==> config.mk <==
export PLATFORM = sky130hd
export DESIGN_NAME = cfg_shadow_bank
export DESIGN_NICKNAME = d
export VERILOG_FILES = /design/src/rtl/cfg_shadow_pkg.sv /design/src/rtl/cfg_addr_decode.sv /design/src/rtl/cfg_shadow_pair.sv /design/src/rtl/cfg_shadow_bank.sv
export SDC_FILE = /design/constraint.sdc
export NUM_CORES = 1
export LEC_CHECK = 0
export BUFFER_PORTS_ARGS = -buffer_cell sky130_fd_sc_hd__buf_2
export CAP_MARGIN = 20
export CORE_MARGIN = 1.5
export CORE_UTILIZATION = 54
export CTS_CLUSTER_DIAMETER = 60
export DETAILED_ROUTE_END_ITERATION = 12
export GPL_TIMING_DRIVEN = 0
export PLACE_DENSITY = 0.79
export SYNTH_ARGS = -nofsm -noshare
export SYNTH_HDL_FRONTEND = slang
export SYNTH_SLANG_ARGS = --single-unit
==> constraint.sdc <==
create_clock -name clk -period 2.8 [get_ports clk]
set_clock_uncertainty 0.1 [all_clocks]
set_input_delay 0.7 -clock clk [delete_from_list [all_inputs] [get_ports clk]]
set_output_delay 0.7 -clock clk [all_outputs]
set_load 0.02 [all_outputs]
==> src/rtl/cfg_shadow_pkg.sv <==
package cfg_shadow_pkg;
  localparam int DATA_W = 8;
  localparam int NREG   = 6;

  // Index of each shadowed register in the bank
  localparam int IDX_MODE   = 0;
  localparam int IDX_CLKCFG = 1;
  localparam int IDX_DIV    = 2;
  localparam int IDX_TEST   = 3;
  localparam int IDX_SELF   = 4;
  localparam int IDX_OFFS   = 5;

  localparam logic [7:0] A_PORTCFG = 8'h00;
  localparam logic [7:0] A_CHIPID  = 8'h01;
  localparam logic [7:0] A_GRADE   = 8'h02;
  localparam logic [7:0] A_XFER    = 8'hFF;

  function automatic logic [7:0] reg_addr(input int i);
    case (i)
      IDX_MODE:   reg_addr = 8'h08;
      IDX_CLKCFG: reg_addr = 8'h09;
      IDX_DIV:    reg_addr = 8'h0B;
      IDX_TEST:   reg_addr = 8'h0D;
      IDX_SELF:   reg_addr = 8'h0E;
      default:    reg_addr = 8'h10;
    endcase
  endfunction

  function automatic logic [DATA_W-1:0] reg_rst(input int i);
    reg_rst = (i == IDX_CLKCFG) ? 8'h01 : 8'h00;
  endfunction

  // Bits that are actually stored in each register
  function automatic logic [DATA_W-1:0] reg_mask(input int i);
    case (i)
      IDX_MODE:   reg_mask = 8'hE3;
      IDX_CLKCFG: reg_mask = 8'h01;
      IDX_DIV:    reg_mask = 8'h07;
      IDX_TEST:   reg_mask = 8'hFF;
      IDX_SELF:   reg_mask = 8'h05;
      default:    reg_mask = 8'hFF;
    endcase
  endfunction
endpackage

==> src/rtl/cfg_addr_decode.sv <==
module cfg_addr_decode
  import cfg_shadow_pkg::*;
#(
  parameter int ADDR_W = 8
) (
  input  logic [ADDR_W-1:0] addr,
  output logic [NREG-1:0]   hit_reg,
  output logic              hit_port,
  output logic              hit_id,
  output logic              hit_grade,
  output logic              hit_xfer
);
  for (genvar i = 0; i < NREG; i++) begin : g_hit
    assign hit_reg[i] = (addr == ADDR_W'(reg_addr(i)));
  end

  assign hit_port  = (addr == ADDR_W'(A_PORTCFG));
  assign hit_id    = (addr == ADDR_W'(A_CHIPID));
  assign hit_grade = (addr == ADDR_W'(A_GRADE));
  assign hit_xfer  = (addr == ADDR_W'(A_XFER));
endmodule

==> src/rtl/cfg_shadow_pair.sv <==
module cfg_shadow_pair #(
  parameter int         W    = 8,
  parameter logic [W-1:0] RST  = '0,
  parameter logic [W-1:0] MASK = '1
) (
  input  logic         clk,
  input  logic         rst,
  input  logic         clr,
  input  logic         wr_en,
  input  logic [W-1:0] wdata,
  input  logic         xfer,
  output logic [W-1:0] master,
  output logic [W-1:0] slave
);
  always_ff @(posedge clk) begin
    if (rst || clr) begin
      master <= RST;
      slave  <= RST;
    end else begin
      if (wr_en) master <= wdata & MASK;
      if (xfer)  slave  <= master;
    end
  end
endmodule

==> src/rtl/cfg_shadow_bank.sv <==
module cfg_shadow_bank
  import cfg_shadow_pkg::*;
#(
  parameter int         ADDR_W     = 8,
  parameter logic [7:0] CHIP_ID    = 8'h78,
  parameter logic [2:0] SPEED_CODE = 3'b011
) (
  input  logic              clk,
  input  logic              rst,
  input  logic [ADDR_W-1:0] host_addr,
  input  logic [7:0]        host_wdata,
  input  logic              host_wr,
  input  logic              host_rd,
  output logic [7:0]        host_rdata,
  output logic              lsb_first,
  output logic [1:0]        pwr_mode,
  output logic              ext_pin_en,
  output logic [1:0]        ext_pin_func,
  output logic              dcs_en,
  output logic [3:0]        clk_div_ratio,
  output logic [7:0]        test_ctrl,
  output logic [7:0]        selftest_ctrl,
  output logic [7:0]        offset_trim
);
  logic [NREG-1:0]   hit_reg;
  logic              hit_port, hit_id, hit_grade, hit_xfer;
  logic              soft_rst, xfer, xfer_q, lsb_q;
  logic [DATA_W-1:0] mst [NREG];
  logic [DATA_W-1:0] slv [NREG];
  logic [DATA_W-1:0] rd_val;

  cfg_addr_decode #(.ADDR_W(ADDR_W)) u_dec (
    .addr      (host_addr),
    .hit_reg   (hit_reg),
    .hit_port  (hit_port),
    .hit_id    (hit_id),
    .hit_grade (hit_grade),
    .hit_xfer  (hit_xfer)
  );

  // Either nibble's copy of the soft-reset flag triggers it
  assign soft_rst = host_wr && hit_port && (host_wdata[5] || host_wdata[2]);
  assign xfer     = host_wr && hit_xfer && host_wdata[0];

  for (genvar i = 0; i < NREG; i++) begin : g_pair
    cfg_shadow_pair #(
      .W    (DATA_W),
      .RST  (reg_rst(i)),
      .MASK (reg_mask(i))
    ) u_pair (
      .clk    (clk),
      .rst    (rst),
      .clr    (soft_rst),
      .wr_en  (host_wr && hit_reg[i]),
      .wdata  (host_wdata),
      .xfer   (xfer),
      .master (mst[i]),
      .slave  (slv[i])
    );
  end

  // Port configuration acts immediately; the bit-order flag is mirrored
  always_ff @(posedge clk) begin
    if (rst || soft_rst)        lsb_q <= 1'b0;
    else if (host_wr && hit_port) lsb_q <= host_wdata[6] || host_wdata[1];
  end

  // Transfer flag: set on the copy edge, gone one cycle later
  always_ff @(posedge clk) begin
    if (rst || soft_rst) xfer_q <= 1'b0;
    else                 xfer_q <= xfer;
  end

  always_comb begin
    rd_val = '0;
    if (hit_port)  rd_val = {1'b0, lsb_q, 1'b0, 1'b1, 1'b1, 1'b0, lsb_q, 1'b0};
    if (hit_id)    rd_val = CHIP_ID;
    if (hit_grade) rd_val = {1'b0, SPEED_CODE, 4'b0000};
    if (hit_xfer)  rd_val = {7'b0, xfer_q};
    for (int i = 0; i < NREG; i++)
      if (hit_reg[i]) rd_val = mst[i];
  end

  always_ff @(posedge clk) begin
    if (rst)          host_rdata <= '0;
    else if (host_rd) host_rdata <= rd_val;
  end

  assign lsb_first     = lsb_q;
  assign pwr_mode      = slv[IDX_MODE][1:0];
  assign ext_pin_en    = slv[IDX_MODE][7];
  assign ext_pin_func  = slv[IDX_MODE][6:5];
  assign dcs_en        = slv[IDX_CLKCFG][0];
  assign clk_div_ratio = {1'b0, slv[IDX_DIV][2:0]} + 4'd1;
  assign test_ctrl     = slv[IDX_TEST];
  assign selftest_ctrl = slv[IDX_SELF];
  assign offset_trim   = slv[IDX_OFFS];
endmodule

# Yosys cells after proc, flatten, opt, wreduce, memory -nomap -nowiden
# Cells that the tools add are included.
dict set report word_totals {
  register_bits 64
  in_bits 20
  output_inout_bits 43
  wordCells 49
}
dict set report op_classes {
  addsub 1
  eq_ne 9
  n_mux 10
  n_reduce_logical 14
}
# op n
set ops {}
lappend ops {{$mux 8} 9}
lappend ops {{$eq 8x4->1 const B} 5}
lappend ops {{$logic_and 1x1->1} 10}
lappend ops {{$eq 8x1->1 const B} 1}
lappend ops {{$eq 8x2->1 const B} 1}
lappend ops {{$eq 8x5->1 const B} 1}
lappend ops {{$eq 8x8->1 const B} 1}
lappend ops {{$logic_not 8->1} 1}
lappend ops {{$mux 7} 1}
lappend ops {{$add 3x1->4 const B} 1}
lappend ops {{$logic_or 1x1->1} 3}

# Depth between registers and ports, before layout
dict set report logic_depth {
  ltp_word 11
  depth_mapped 7
  depth_no_buf 4
}

# Modules after synthesis
# A second synthesis with hierarchy kept.
dict set report unflattened {
  hier_cells 382
  area_unflattened_um2 3395.8
}
# mod instances cells_per_inst area_each_um2 seq_area_each_um2
set modules_own_cells {}
lappend modules_own_cells {{cfg_shadow_pair (g_pair[3].u_pair ...)} 2 53 585.6 320.3}
lappend modules_own_cells {cfg_shadow_bank 1 137 960.9 200.2}
lappend modules_own_cells {{cfg_shadow_pair (g_pair[0].u_pair)} 1 41 414.1 200.2}
lappend modules_own_cells {{cfg_shadow_pair (g_pair[2].u_pair)} 1 31 292.8 120.1}
lappend modules_own_cells {{cfg_shadow_pair (g_pair[4].u_pair)} 1 25 234.0 80.1}
lappend modules_own_cells {{cfg_shadow_pair (g_pair[1].u_pair)} 1 22 180.2 40.0}
lappend modules_own_cells {cfg_addr_decode 1 20 142.6 0.0}

# Least setup slack after synthesis
# Ideal clock, no wire load.
dict set report synth_path {
  kind {input-to-reg}
  start {in host_addr[4]}
  end {reg host_rdata[7]}
  setup_time_ns 0.091
  t_arrival_ns 2.129
  required_ns 2.609
  slack_ns 0.480
  cell_stages 6
  n_path_buf 2
  cell_sequence {buf_6 > or4_4 > buf_6 > nor3_4 > a22oi_2 > a311oi_1}
}
dict set report synth_via {
  elab_chain_cells 9
  elab_cells_between_ends 16
  cone_classes {eq/ne: 8; mux: 8}
}
# item line_no
set synth_lines {}
lappend synth_lines {{start: declaration} cfg_shadow_bank.sv:10} ;# input logic [ADDR_W-1:0] host_addr,
lappend synth_lines {{$eq 8x2->1} cfg_addr_decode.sv:19} ;# assign hit_grade = (addr == ADDR_W'(A_GRADE));
lappend synth_lines {{$mux 8} cfg_shadow_bank.sv:78} ;# if (hit_grade) rd_val = {1'b0, SPEED_CODE, 4'b0000};
lappend synth_lines {{$mux 8} cfg_shadow_bank.sv:79} ;# if (hit_xfer) rd_val = {7'b0, xfer_q};
lappend synth_lines {{$mux 8 (5 in a row)} cfg_shadow_bank.sv:81} ;# if (hit_reg[i]) rd_val = mst[i];
lappend synth_lines {{$mux 8 (*)} cfg_shadow_bank.sv:81}
lappend synth_lines {{end signal: assignment} cfg_shadow_bank.sv:86} ;# else if (host_rd) host_rdata <= rd_val;
lappend synth_lines {{end: declaration} cfg_shadow_bank.sv:14} ;# output logic [7:0] host_rdata,
# Mark *: on every way between the ends. The rest lies on a longest branch, timed or not.
# A chain may end at the register's enable or synchronous reset.

# Final worst setup path
dict set report layout_path {
  start {in host_addr[5]}
  end {reg g_pair[3].u_pair.master[5]}
}
dict set report layout_via {
  elab_chain_cells 4
  elab_cells_between_ends 6
  cone_classes {eq/ne: 1; reduce/logical: 5}
}
# item line_no
set layout_lines {}
lappend layout_lines {{$logic_not 8->1} cfg_addr_decode.sv:17} ;# assign hit_port = (addr == ADDR_W'(A_PORTCFG));
lappend layout_lines {{$logic_and 1x1->1 (2 in a row)} cfg_shadow_bank.sv:42} ;# assign soft_rst = host_wr && hit_port && (host_wdata[5] || host_wdata[2]);
lappend layout_lines {{$logic_or 1x1->1} cfg_shadow_pair.sv:16} ;# if (rst || clr) begin
lappend layout_lines {{end signal: assignment} cfg_shadow_pair.sv:20} ;# if (wr_en) master <= wdata & MASK;
lappend layout_lines {{end: declaration} cfg_shadow_pair.sv:12} ;# output logic [W-1:0] master,
# Parallel ways exist; a longest one is shown, timed or not.

==> results.md <==
* TNS Setup at 0 ps
* Global-route wire length before repair at approximately 13 mm
* Setup repair after global routing missed its margin: no
* Routed length per instance at 15.6 microns
* Cells after Synth at roughly 360
* Highest clock rate at 409 MHz
* Standby leakage power at between 0.001 and 0.0015 uW
* Pin count of the biggest net entering global routing at 12
* Final net count at about 440
* Routed vias/inst at ~5.6
* Bufs on Longest Clock Path at 2
* Setup Buffers After CTS at 0
* Asr flop ratio synth at 0%
* Compound-gate portion of the synthesized area at between 10% and 20%
* RR Startpoint: g_pair[2].u_pair.master[2]$_SDFFE_PP0P_
* Launching element of the worst setup path: host_addr[5]
* Slew HR at around 55%
* Adder-Cell Fraction of Synth Area at less than 1%
* CTS tree: built
* Number of warnings reported in the yosys synthesis log at 0
* WL final at ~7.8 mm
* Number of levels the H-tree was split into at 3
* Number of hold violations in the final report at 0
* Share of post-route cells with drive strength above 1 at between 20% and 30%
* Multiplexer share of the synthesized area at under 10%
* Number of enable flip-flop cells after synthesis at 0
* Area inside the core boundary at 5140 sq um
* Clock root cell: clkbuf_8
* Number of unique standard cell types used by synthesis at 48
* CTS-repair resized insts at 0
* Via Count at roughly 2800
* WS Path Type: in -> reg
* HP Start: g_pair[3].u_pair.slave[6]$_SDFFE_PP0P_
* Num rows at 26
* Via count of the first global-routing pass at 2556
* Nature of the critical path endpoint: register
* Crit Path Max Fanout at 10
* GR Overflow Total at 0
* Fraction of the cycle the final worst path needs at roughly 87%
* Number of design rule violations left after detail routing at 0
* Total standard cell area after synthesis at slightly below 3000 sq um
* Worst Hold Class: reg -> reg
* Main flop type after synthesis: dfxtp_1
* CP Launch Type: primary input
* Die width at approximately 76 microns
* Endpoints failing setup at 0
* I/O pins at 63
* CP Data Required Time at slightly below 3000 ps
* Antenna violations before repair at 0
* Area grow syn2layout at 21.1%
* Max-slew violation count at 0
* Clock tree sinks at 64
* Number of design-rule violations left by the first detailed-router iteration at 180
* Total power per unit cell area at roughly 580 nW/um^2
* All-Layer GR Usage at between 20% and 30%
* Die Outline Area at 5780 sq um
* Worst IR Drop VDD at approximately 0.00030 V
* Minimum clock period after layout at roughly 2400 ps
* Clock latency at the later pin of the worst-skew pair at ~340 ps
* Final core utilization at approximately two thirds
* Most common cell in the netlist: nand2_1
* Gp weighted congestion at roughly 0.9
* Area fraction of the dominant cell type after synthesis at between 40% and 50%
* TritonRoute pass-1 iters at 7
* Number of hold buffers added after cts at 0
* Total chip power at just over 2000 uW
* Number of maximum-capacitance violations at 0
* Least-Margin Pin Slew at 673 ps
* Initial standard-cell utilization of the core at about 56%
* Largest family of logic cells by synthesized area: simple AND/OR/NAND/NOR gates
* Post-Syn Area per Cell at 8.09 sq um
* CTS Buf Count at 9
* Part of the Yosys area used for sequential elements at between 40 and 50%
* Port Buf Inserts at about 50
* Die Height at ~76 microns
* Fraction of the mapped netlist area in simple logic gates at approximately 28%
* Status: finished, final reports clean
* Seq cells post-synth at 64
* Remaining antenna violation count at 0
* Library cell occupying the most area in the post-synthesis netlist: dfxtp_1
* Xor and xnor area share after synthesis at less than 1%
* Main area contributors after synthesis: dfxtp_1, nand2_1, a21oi_1
* Clock Pin Slew Worst Setup and Hold Paths at 70 ps
* Synth top cells by count: nand2_1, dfxtp_1, a21oi_1
* Antenna Diode Count at 0
* Detailed placement HPWL at roughly 5.5 mm
* Signal arrival time at the worst endpoint at 2570 ps
-- cells by family (layout without fill, tap and decap cells) --
| logic type | count (synthesis) | count (layout) |
|---|---|---|
| buffers and inverters | 37 | 104 |
| muxes | 12 | 12 |
| DFF | 64 | 64 |
| xor gates and xnor gates | 2 | 2 |
| and+or+nand+nor | 166 | 166 |
| AOI/OAI and AO/OA | 73 | 73 |
| other | 1 | 6 |
| adders and majority gates | 1 | 1 |
-- cells in the final DEF, fill, tap and decap left out, drive strengths merged, types with 6 or more instances in the layout --
cell,n
nor2,21
nor2b,6
nand2,77
conb,6
nand3,21
nand2b,7
clkbuf,23
a21oi,43
nor3,9
mux2i,12
nand4,7
buf,73
dfxtp,64
-- registers in the layout (all words and copies together), names as in the netlist --
register / cells
g_pair.u_pair.master: 27
g_pair.u_pair.slave: 27
host_rdata: 8
lsb_first: 1
xfer_q: 1
-- through the flow --
step	hold slack (ps)	cells	setup WS [ps]	instance area, sq um
finish	347	498	354	3490
floorplan	344	361	480	2900
detailed placement	340	482	94.5	3240
CTS	350	498	440	3490
global route	367	498	256	3490
global placement	336	482	79.6	3240
-- worst max-delay path, cell delays in order --
cell,delay [ps]
buf_2,120
nor4_1,490
buf_2,300
nand4_1,540
mux2i_1,350
nor2_1,60
-- layer usage --
metal  routed length (microns)  global-route usage (%)  up-vias  part of all wire, %
li1                          -                       -     1363                    -
met1                      3390                    36.9     1290                   44
met2                      3470                    42.5      130                   45
met3                       741                    7.31       18                  9.6
met4                       158                    10.2        0                  2.0
met5                         0                       0        -                    0
-- power breakdown --
part,leakage [uW],switching (uW),internal [uW]
sequential,0.000516,2.57,915
clock,0.000124,360,616
combinational,0.000793,91.4,43.1
total,0.00143,454,1570
-- layout make-up --
cell class,count,area (sq um)
fill,481,1650
timing repair buffer,51,255
clock buffer,11,141
clock inverter,5,104
multi-input combinational,260,1430
inverter,3,11.3
sequential,64,1280
tap,70,87.6
buffer,34,181
-- path summary, 6_finish.rpt --
check                                            endpoint  slack (ps)  cells after the start
hold reg to reg    g_pair[3].u_pair.slave[6]$_SDFFE_PP0P_         350                      2
setup / recovery  g_pair[3].u_pair.master[5]$_SDFFE_PP0P_         350                      6
hold / removal     g_pair[3].u_pair.slave[6]$_SDFFE_PP0P_         350                      2
setup reg to reg               host_rdata[2]$_SDFFE_PP0P_        1300                      4
Power figures use the tool's default switching activity.
